## src/rtl/cks_pkg.sv

```systemverilog
package cks_pkg;

   localparam int unsigned CKS_W    = 16;
   localparam int unsigned ID_NIB_W = 4;
   localparam logic [CKS_W-1:0] CFG_KEEP_MASK = 16'h21FF;

   typedef struct packed {
      logic             protect;
      logic [CKS_W-1:0] cfg_term;
      logic [CKS_W-1:0] id_term;
   } cks_setup_t;

endpackage

```

## src/rtl/cks_id_pack.sv

```systemverilog
module cks_id_pack #(
   parameter int unsigned WORD_W  = 14,
   parameter int unsigned NUM_IDS = 4,
   parameter int unsigned NIB_W   = 4
) (
   input  logic [NUM_IDS*WORD_W-1:0] id_words,
   output logic [NUM_IDS*NIB_W-1:0]  id_packed
);

   localparam int unsigned HI_W = WORD_W - NIB_W;

   generate
      if (WORD_W <= NIB_W) begin : g_bad_width
         $error("cks_id_pack: WORD_W must exceed NIB_W");
      end
   endgenerate

   logic [NUM_IDS*HI_W-1:0] unused_id_hi;

   generate
      for (genvar g = 0; g < NUM_IDS; g++) begin : g_slot
         // first ID lands in the most significant nibble
         assign id_packed[(NUM_IDS-1-g)*NIB_W +: NIB_W] = id_words[g*WORD_W +: NIB_W];
         assign unused_id_hi[g*HI_W +: HI_W]           = id_words[g*WORD_W+NIB_W +: HI_W];
      end
   endgenerate

endmodule

```

## src/rtl/cks_beat_counter.sv

```systemverilog
module cks_beat_counter #(
   parameter int unsigned NUM_WORDS = 1024
) (
   input  logic clk,
   input  logic rst_n,
   input  logic clear,
   input  logic inc,
   output logic hit_target
);

   localparam int unsigned CNT_W = $clog2(NUM_WORDS) + 1;
   localparam logic [CNT_W-1:0] CNT_SAT     = '1;
   localparam logic [CNT_W-1:0] CNT_LAST_IX = CNT_W'(NUM_WORDS - 1);

   logic [CNT_W-1:0] cnt_q;

   always_ff @(posedge clk) begin
      if (!rst_n) begin
         cnt_q <= '0;
      end else if (clear) begin
         cnt_q <= '0;
      end else if (inc && (cnt_q != CNT_SAT)) begin
         cnt_q <= cnt_q + 1'b1;
      end
   end

   // true while the beat now arriving is the NUM_WORDS-th one
   assign hit_target = (cnt_q == CNT_LAST_IX);

endmodule

```

## src/rtl/cks_accum.sv

```systemverilog
module cks_accum #(
   parameter int unsigned WORD_W = 14,
   parameter int unsigned SUM_W  = 16
) (
   input  logic              clk,
   input  logic              rst_n,
   input  logic              clear,
   input  logic              add_en,
   input  logic [WORD_W-1:0] word,
   output logic [SUM_W-1:0]  acc_next
);

   generate
      if (WORD_W > SUM_W) begin : g_bad_width
         $error("cks_accum: WORD_W must not exceed SUM_W");
      end
   endgenerate

   logic [SUM_W-1:0] acc_q;

   assign acc_next = acc_q + (add_en ? SUM_W'(word) : '0);

   always_ff @(posedge clk) begin
      if (!rst_n) begin
         acc_q <= '0;
      end else if (clear) begin
         acc_q <= '0;
      end else begin
         acc_q <= acc_next;
      end
   end

endmodule

```

## src/rtl/cks_accumulator.sv

```systemverilog
module cks_accumulator
   import cks_pkg::*;
#(
   parameter int unsigned NUM_WORDS       = 1024,
   parameter int unsigned WORD_W          = 14,
   parameter int unsigned NUM_IDS         = 4,
   parameter int unsigned PROT_BIT        = 13,
   parameter bit          PROT_ACTIVE_LOW = 1'b1
) (
   input  logic                      clk,
   input  logic                      rst_n,
   input  logic                      start,
   input  logic [WORD_W-1:0]         cfg_word,
   input  logic [NUM_IDS*WORD_W-1:0] id_words,
   input  logic                      word_valid,
   input  logic [WORD_W-1:0]         word_data,
   input  logic                      last,
   output logic                      busy,
   output logic                      done,
   output logic [CKS_W-1:0]          checksum,
   output logic                      count_err
);

   generate
      if (!(NUM_WORDS == 1024 || NUM_WORDS == 2048 || NUM_WORDS == 4096)) begin : g_bad_depth
         $error("cks_accumulator: NUM_WORDS must be 1024, 2048 or 4096");
      end
      if (NUM_IDS * ID_NIB_W != CKS_W) begin : g_bad_ids
         $error("cks_accumulator: packed ID value must fill the checksum width");
      end
      if (PROT_BIT >= WORD_W) begin : g_bad_bit
         $error("cks_accumulator: PROT_BIT outside configuration word");
      end
   endgenerate

   logic             prot_raw;
   logic [CKS_W-1:0] id_packed;
   cks_setup_t       setup_d, setup_q;
   logic             busy_q, done_q, err_q;
   logic [CKS_W-1:0] cks_q;
   logic             beat, fin, hit_target;
   logic [CKS_W-1:0] acc_next, sum_final;

   generate
      if (PROT_ACTIVE_LOW) begin : g_prot_low
         assign prot_raw = ~cfg_word[PROT_BIT];
      end else begin : g_prot_high
         assign prot_raw = cfg_word[PROT_BIT];
      end
   endgenerate

   cks_id_pack #(
      .WORD_W  (WORD_W),
      .NUM_IDS (NUM_IDS),
      .NIB_W   (ID_NIB_W)
   ) u_id_pack (
      .id_words  (id_words),
      .id_packed (id_packed)
   );

   always_comb begin
      setup_d.protect  = prot_raw;
      setup_d.cfg_term = CKS_W'(cfg_word) & CFG_KEEP_MASK;
      setup_d.id_term  = id_packed;
   end

   assign beat = busy_q && word_valid && !start;
   assign fin  = beat && last;

   cks_accum #(
      .WORD_W (WORD_W),
      .SUM_W  (CKS_W)
   ) u_accum (
      .clk      (clk),
      .rst_n    (rst_n),
      .clear    (start),
      .add_en   (beat && !setup_q.protect),
      .word     (word_data),
      .acc_next (acc_next)
   );

   cks_beat_counter #(
      .NUM_WORDS (NUM_WORDS)
   ) u_count (
      .clk        (clk),
      .rst_n      (rst_n),
      .clear      (start),
      .inc        (beat),
      .hit_target (hit_target)
   );

   assign sum_final = (setup_q.protect ? setup_q.id_term : acc_next) + setup_q.cfg_term;

   always_ff @(posedge clk) begin
      if (!rst_n) begin
         busy_q  <= 1'b0;
         setup_q <= '0;
         done_q  <= 1'b0;
         cks_q   <= '0;
         err_q   <= 1'b0;
      end else begin
         done_q <= fin;
         if (start) begin
            busy_q  <= 1'b1;
            setup_q <= setup_d;
         end else if (fin) begin
            busy_q <= 1'b0;
         end
         if (fin) begin
            cks_q <= sum_final;
            err_q <= !hit_target;
         end
      end
   end

   assign busy      = busy_q;
   assign done      = done_q;
   assign checksum  = cks_q;
   assign count_err = err_q;

endmodule

```

## config.mk

```make
export PLATFORM = sky130hd
export DESIGN_NAME = cks_accumulator
export DESIGN_NICKNAME = d
export VERILOG_FILES = /design/src/rtl/cks_pkg.sv /design/src/rtl/cks_id_pack.sv /design/src/rtl/cks_beat_counter.sv /design/src/rtl/cks_accum.sv /design/src/rtl/cks_accumulator.sv
export SDC_FILE = /design/constraint.sdc
export NUM_CORES = 1
export LEC_CHECK = 0
export ABC_AREA = 1
export BUFFER_PORTS_ARGS = -buffer_cell sky130_fd_sc_hd__buf_2
export CORE_ASPECT_RATIO = 2
export CORE_MARGIN = 5
export CORE_UTILIZATION = 55
export CTS_CLUSTER_SIZE = 28
export DETAILED_ROUTE_END_ITERATION = 8
export MAX_ROUTING_LAYER = met4
export PLACE_DENSITY = 0.78
export SYNTH_ARGS = -nofsm -noshare
export SYNTH_HDL_FRONTEND = slang
export SYNTH_HIERARCHICAL = 1
export SYNTH_SLANG_ARGS = --single-unit
```

## constraint.sdc

```tcl
create_clock -name clk -period 4.8 [get_ports clk]
set_input_delay 0.96 -clock clk [delete_from_list [all_inputs] [get_ports clk]]
set_output_delay 0.96 -clock clk [all_outputs]
set_load 0.05 [all_outputs]
```

==> qor.yml, run 1 <==
global_routing:
  grt-ovfl-total: 0
  met3_usage: 0.0456
  antenna_found_initial: 0
  grt_pass1_vias: 4563
  grt.busiest_layer: "met2"
  global_route.usage.total: 0.243
  grt_pass1_wl_mm: 19.5
  grt_max_degree: 34
  use_met2: 0.438
  use_met1: 0.244
timing:
  clock-skew-final_ns: 0.00721
  slew_headroom: 0.374
  tightest_slew_ns: 0.939
  rsz0062_at_grt: "false"
  max_freq_mhz: 252
  setup_tns_ns: 0
  hold_viol_final: 0
  layout_min_cycle_time_ns: 3.97
  fin_crit_sh: 0.827
  maxSlewViolCount: 0
  setup_viol: 0
layout:
  layout.nets: 895
  drive_gt1_frac: 0.162
  area_growth_pct: 11.3
  diodes: 0
  post-route-util: 0.629
worst_hold_path:
  holdPathEnd: "checksum[12]"
  hold_start: "checksum[12]"
  whs_path_depth: 2
  hp-class: "flop to flop"
yosys:
  synth.yosys.seq_area_share: 0.310
  synth_area_leaders: "dfxtp_1 31%, nand2_1 18%, nor2_1 8.0%"
  yosys.area.top_type_share: 0.310
  yosys_warnings: 6
  ys.flop_type: "dfxtp_1"
  synth_area_per_cell_um2: 6.42
  postSynth.asyncResetShare: 0
  synth_edf_count: 0
  synth_common_cells: "223 x nand2_1, 100 x nor2_1, 99 x inv_1"
  ys_ff_latch: 73
  ys_types: 37
  synthCells: 735
  syn_nets: 851
  syn_area_mm2: 0.00472
  post-synth-top-count-cell: "nand2_1"
  yosysTopAreaCell: "dfxtp_1"
die:
  rows: 47
  dieArea_mm2: 0.0106
  die_h_um: 141
  start_util: 0.565
  coreArea_mm2: 0.00835
  die_w_um: 75.5
  ioPinCount: 108
placement:
  gp_congestion: 0.933
  port_buffers: 63
  hpwl_mm: 8.81
route:
  drt-pass1-iter-count: 5
  avgRoutedWirePerCell_um: 13.1
  drt-initial-drc-count: 268
  antenna_left: 0
  vias_per_cell: 5.13
  drc: 0
  num_vias: 4525
  wirelength_mm: 11.6
clock_tree:
  ctsHoldBuffers: 0
  cts_buffer_depth: 2
  numCtsBuffers: 9
  clock_sinks: 73
  cts_tree: "done"
  postCtsSetupBuffers: 0
  htreeDepth: 3
  clkLatencyLatePin_ns: 0.34
  clkSlewWorstSetupHoldPaths_ns: 0.05
  root_buffer: "clkbuf_16"
  cts_resized: 0
power_and_ir_drop:
  p_per_area_mw_per_mm2: 278
  power.leakage_uw: 0.00290
  vdd_drop_max_mv: 0.241
outcome:
  status: "finished clean"
job:
  maxCapViolCount: 0
setup_path:
  worstSetupStartpointType: "primary input"
  reg2reg_depth: 25
  required_ns: 5.03
  reg2reg_setup_slack_ns: 1.06
  timing.rr.start: "setup_q[32]"
  critPathCaptureType: "flop"
  cp_max_fo: 14
  arrival_ns: 4.20
  path_class: "primary input to flop"
  r2r_end: "checksum[14]"
==> metal layers <==
layer / vias to the layer above / routed length (um)
li1: 2342 / -
met5: - / 0
met2: 126 / 6360
met1: 2027 / 4290
met4: 0 / 420
met3: 30 / 522
==> placed cells by master (no fill, tap or decap), drive strengths merged <==
master | netlist | layout
inv | 104 | 104
nor3 | 6 | 6
nand3 | 34 | 34
a31oi | 1 | 1
xor2 | 5 | 5
a22o | 1 | 1
xnor2 | 4 | 4
o21ai | 39 | 39
nor2b | 1 | 1
bufinv | 0 | 1
nand4 | 4 | 4
dfxtp | 73 | 73
and2b | 2 | 2
a21boi | 1 | 1
nor2 | 109 | 109
fa | 2 | 2
a21oi | 33 | 33
buf | 21 | 66
clkbuf | 12 | 13
ha | 25 | 25
and2 | 3 | 3
nand3b | 8 | 8
nor4 | 1 | 1
or2 | 4 | 4
clkinv | 0 | 2
nand2 | 242 | 242
==> through the flow <==
step           power (uW)  cell area (um2)  hold WS [ns]  std cells  setup slack [ns]
3_5_place_dp          813             4960         0.434        866             0.580
5_1_grt              1520             5250         0.483        882             0.560
2_1_floorplan         770             4720         0.434        735             0.676
6_report             1460             5250         0.446        882             0.832
4_1_cts              1470             5250         0.448        882             0.882
3_3_place_gp          808             4960         0.433        866             0.634
==> worst max-delay path, stage by stage <==
cell and delay (ns):
buf_2 0.11, nor4_2 0.26, buf_4 0.25, nand2_1 0.07
inv_1 0.12, ha_1 0.24, nand2_1 0.08, nand2_1 0.08
nand3b_1 0.09, nand2_1 0.12, xnor2_1 0.34, inv_1 0.08
nand2_1 0.08, nand2_1 0.06, ha_1 0.35, nand2_1 0.11
inv_1 0.06, a21oi_1 0.15, nand2_1 0.11, nand2_1 0.15
nand2_2 0.08, nand2_1 0.08, nand2_1 0.05, nand3_1 0.06
nand2_1 0.05
==> sequential cells by signal, indices dropped and copies added (netlist names) <==
signal	cells
busy	1
checksum	16
u_accum/acc_q	16
count_err	1
u_count/cnt_q	11
setup_q	27
done	1
==> kinds of logic (layout without fill, tap and decap cells) <==
family,Yosys count,count (layout),synth area share
AO/OA/AOI/OAI,75,75,0.0835
XOR/XNOR,9,9,0.0199
adder cells (fa/ha/maj),27,27,0.0748
buffers and inverters,137,186,0.131
flip-flops,73,73,0.310
AND/OR/NAND/NOR,414,414,0.381
==> power breakdown <==
part           switching (uW)  internal [uW]
registers                10.0            627
clock network             242            415
logic                     108           56.6
==> how the worst max path moves through the flow <==
stage	from	end	slack [ns]	cells past startpoint
2_1_floorplan	start	checksum[7]	0.68	22
3_3_place_gp	start	checksum[7]	0.63	22
3_5_place_dp	start	checksum[14]	0.58	25
4_1_cts	start	checksum[14]	0.88	25
5_1_grt	start	checksum[14]	0.56	25
6_report	start	checksum[14]	0.83	25
==> area by class of cell <==
class | instances | area, um2
Fill cell | 804 | 3100
Multi-Input combinational cell | 525 | 2650
Inverter | 104 | 395
Clock buffer | 13 | 250
Timing Repair Buffer | 66 | 338
Clock inverter | 3 | 40.0
Sequential cell | 73 | 1460
Tap cell | 98 | 123
Power figures use the tool's default switching activity.
==> run 2, diff against run 1 <==
CORE_UTILIZATION = 50   (was 55)
PLACE_DENSITY = 0.75   (was 0.78)
clock period = 3.2 ns   (was 4.8 ns; I/O delays follow)
==> run 2 against run 1 <==
  * The flow now finishes with violations (setup timing)
  * Sequential cell count is the same
  * Global-route usage up 0.25 points
  * Die area is 9.0% higher
  * Clock power rose by 40%
  * Register-to-register slack worse by 1.1 ns
  * Core utilization rose by 7.7 points
  * Critical path depth up 2
  * Final area increased by 25%
  * Worst setup slack got worse by 0.94 ns
  * Critical endpoint unchanged
  * Largest cell class unchanged
==> qor.yml, run 2 (synthesized netlist as in run 1, its figures left out) <==
placement:
  port_buffers: 63  # unchanged
  gp_congestion: 0.898  # -3.7%
  dp_cells: 935  # +8.0%
  hpwl_mm: 9.61  # +9.1%
setup_path:
  reg2reg_setup_slack_ns: -0.03  # -1.09 ns
  critPathCaptureType: "flop"
  crit_end: "checksum[14]"
  crit_start: "word_valid"
  required_ns: 3.43  # -1.60 ns
  worstSetupStartpointType: "primary input"
  r2r_end: "checksum[14]"
  cp_max_fo: 6  # -8
  reg2reg_depth: 25  # unchanged
  path_class: "primary input to flop"
  arrival_ns: 3.54  # -0.66 ns
  timing.rr.start: "setup_q[32]"
layout:
  layout.cells.non_filler: 964  # +9.3%
  layout.nets: 972  # +8.6%
  regMostFlops: "setup_q"
  layout_common_cells: "167 x nand2_1, 92 x nor2_1, 81 x inv_1"
  layout_commonest_cell: "nand2_1"
  regArea_mm2: 0.00146  # about the same
  diodes: 0  # unchanged
  area_growth_pct: 39.6
  multi_input_area_mm2: 0.00332  # +25%
  fill_cells: 676  # -16%
  largest_register_ffs: 27  # unchanged
  drive_gt1_frac: 0.385  # +0.223
route:
  wirelength_mm: 14.4  # +24%
  antenna_left: 0  # unchanged
  drt-initial-drc-count: 238  # -11%
  vias_per_cell: 5.25  # +2.4%
  num_vias: 5065  # +12%
  drc: 0  # unchanged
  drt-pass1-iter-count: 5  # unchanged
  avgRoutedWirePerCell_um: 15.0  # +14%
power_and_ir_drop:
  p_per_area_mw_per_mm2: 344  # +24%
  power.leakage_uw: 0.00340  # +17%
  p_total_uw: 2260  # +55%
  power_frac_seq: 0.425  # -0.011
  p_comb_frac: 0.168  # +0.055
  pwr-share-clk: 0.408  # -0.042
  swShare: 0.273  # +0.0261
  power_switching_uw: 618  # +71%
  vdd_drop_max_mv: 0.409  # +70%
  internal_power_uw: 1640  # +50%
job:
  maxCapViolCount: 0  # unchanged
global_routing:
  grt_pass1_vias: 5149  # +13%
  global_route.usage.total: 0.246  # +0.00255
  grt_pass1_wl_mm: 22.1  # +13%
  antenna_found_initial: 0  # unchanged
  grt_max_degree: 34  # unchanged
  grt-ovfl-total: 0  # unchanged
outcome:
  status: "finished with violations"
  violations: "setup timing"
timing:
  setup_tns_ns: -0.555  # -0.555 ns
  setup_viol: 9  # +9
  clock-skew-final_ns: 0.00731  # +0.0000971 ns
  whs_ns: 0.439  # -0.00692 ns
  max_freq_mhz: 302
  hold_viol_final: 0  # unchanged
  maxSlewViolCount: 0  # unchanged
  tightest_slew_ns: 0.779  # -0.159 ns
  rsz0062_at_grt: "true"
  fin_crit_sh: 1.04
  slew_headroom: 0.480  # +0.106
  layout_min_cycle_time_ns: 3.31
  setup_slack_ns: -0.113  # -0.945 ns
clock_tree:
  cts_buffer_depth: 2  # unchanged
  ctsHoldBuffers: 0  # unchanged
  clkLatencyLatePin_ns: 0.34  # about the same
  numCtsBuffers: 9  # unchanged
  clkSlewWorstSetupHoldPaths_ns: 0.05  # about the same
  htreeDepth: 3  # unchanged
  cts_tree: "done"
  clock_sinks: 73  # unchanged
  root_buffer: "clkbuf_16"
worst_hold_path:
  hp-class: "flop to flop"
die:
  die_w_um: 78.7  # +4.2%
  start_util: 0.506  # -0.0589
  rows: 50  # +6.4%
  die_h_um: 147  # +4.5%
  coreArea_mm2: 0.00932  # +12%
  dieArea_mm2: 0.0116  # +9.0%
  ioPinCount: 108  # unchanged
## run 2: cell types whose count changed in the layout (fill, tap and decap cells not counted), moves of 8 or more
cell,delta
buf_4,+69
nand2_4,+15
nor2_1,-8
ha_4,+19
nand2_2,+41
inv_2,+15
nand2_1,-56
a21oi_2,+8
inv_1,-18
ha_1,-19
a21oi_1,-10
nand3_1,-8
## run 2: power by group through the flow
| stage | combinational [uW] | clock, uW | sequential, uW |
|---|---|---|---|
| after CTS | 346 | 930 | 959 |
| after floorplan | 193 | 0 | 988 |
| after detailed placement | 313 | 0 | 977 |
| after global routing | 413 | 965 | 963 |
| final | 379 | 923 | 960 |
| after global placement | 305 | 0 | 976 |
## run 2: worst min path at each step
stage                     cells after the start  slack [ns]      endpoint         start
final                                         2        0.44  checksum[15]  checksum[15]
after CTS                                     2        0.45  checksum[15]  checksum[15]
after floorplan                               2        0.43   setup_q[12]   setup_q[12]
after global placement                        2        0.43  checksum[12]  checksum[12]
after detailed placement                      2        0.44  checksum[15]  checksum[15]
after global routing                          2        0.47   checksum[5]   checksum[5]
## run 2: timing repair
action                                  in CTS  in global routing
setup buffers                               11                  3
gates cloned                                 1                  0
resized for setup                           51                 89
pin swaps                                   39                 75
endpoints found under the setup margin      12                 13
## run 2: area by class of cell
cell class                      instances  area share
Sequential cell                        73       0.222
Multi-Input combinational cell        525       0.504
Clock buffer                           12      0.0374
Tap cell                              104      0.0198
Clock inverter                          3     0.00266
Inverter                              104      0.0627
Timing Repair Buffer                  143       0.152
## run 2: metrics by stage
stage               setup WS [ns]   util  cell area (um2)
finish                     -0.113  0.706             6590
global route               -0.316  0.706             6590
CTS                       0.00225  0.669             6230
detailed placement         -0.536  0.602             5610
global placement           -0.478  0.602             5610
floorplan                 -0.0725      -             4890
## run 2: critical path, cell delays in order
cell and delay [ns]:
buf_8 0.09, inv_12 0.03, nor4_4 0.26, buf_6 0.15, buf_12 0.12, nand2_1 0.06, inv_2 0.07, ha_4 0.21
nor2_4 0.14, inv_2 0.06, nand3b_1 0.10, nand2_2 0.08, xnor2_2 0.22, inv_1 0.09, nand2_2 0.08, nand2_2 0.06
ha_4 0.25, nand2_1 0.08, nand2_2 0.07, a21oi_2 0.13, nand2_2 0.11, nand2_4 0.12, nand2_4 0.06, nand2_1 0.06
nand2_1 0.05, nand3_1 0.07, nand2_1 0.06
## run 2: metal layers
| layer | wire [um] | track usage | share of wire | vias to the layer above |
|---|---|---|---|---|
| li1 | - | - | - | 2487 |
| met1 | 4900 | 0.217 | 0.34 | 2345 |
| met2 | 8120 | 0.463 | 0.56 | 167 |
| met3 | 543 | 0.0457 | 0.038 | 66 |
| met4 | 847 | 0.153 | 0.059 | 0 |
| met5 | 0 | - | 0 | - |
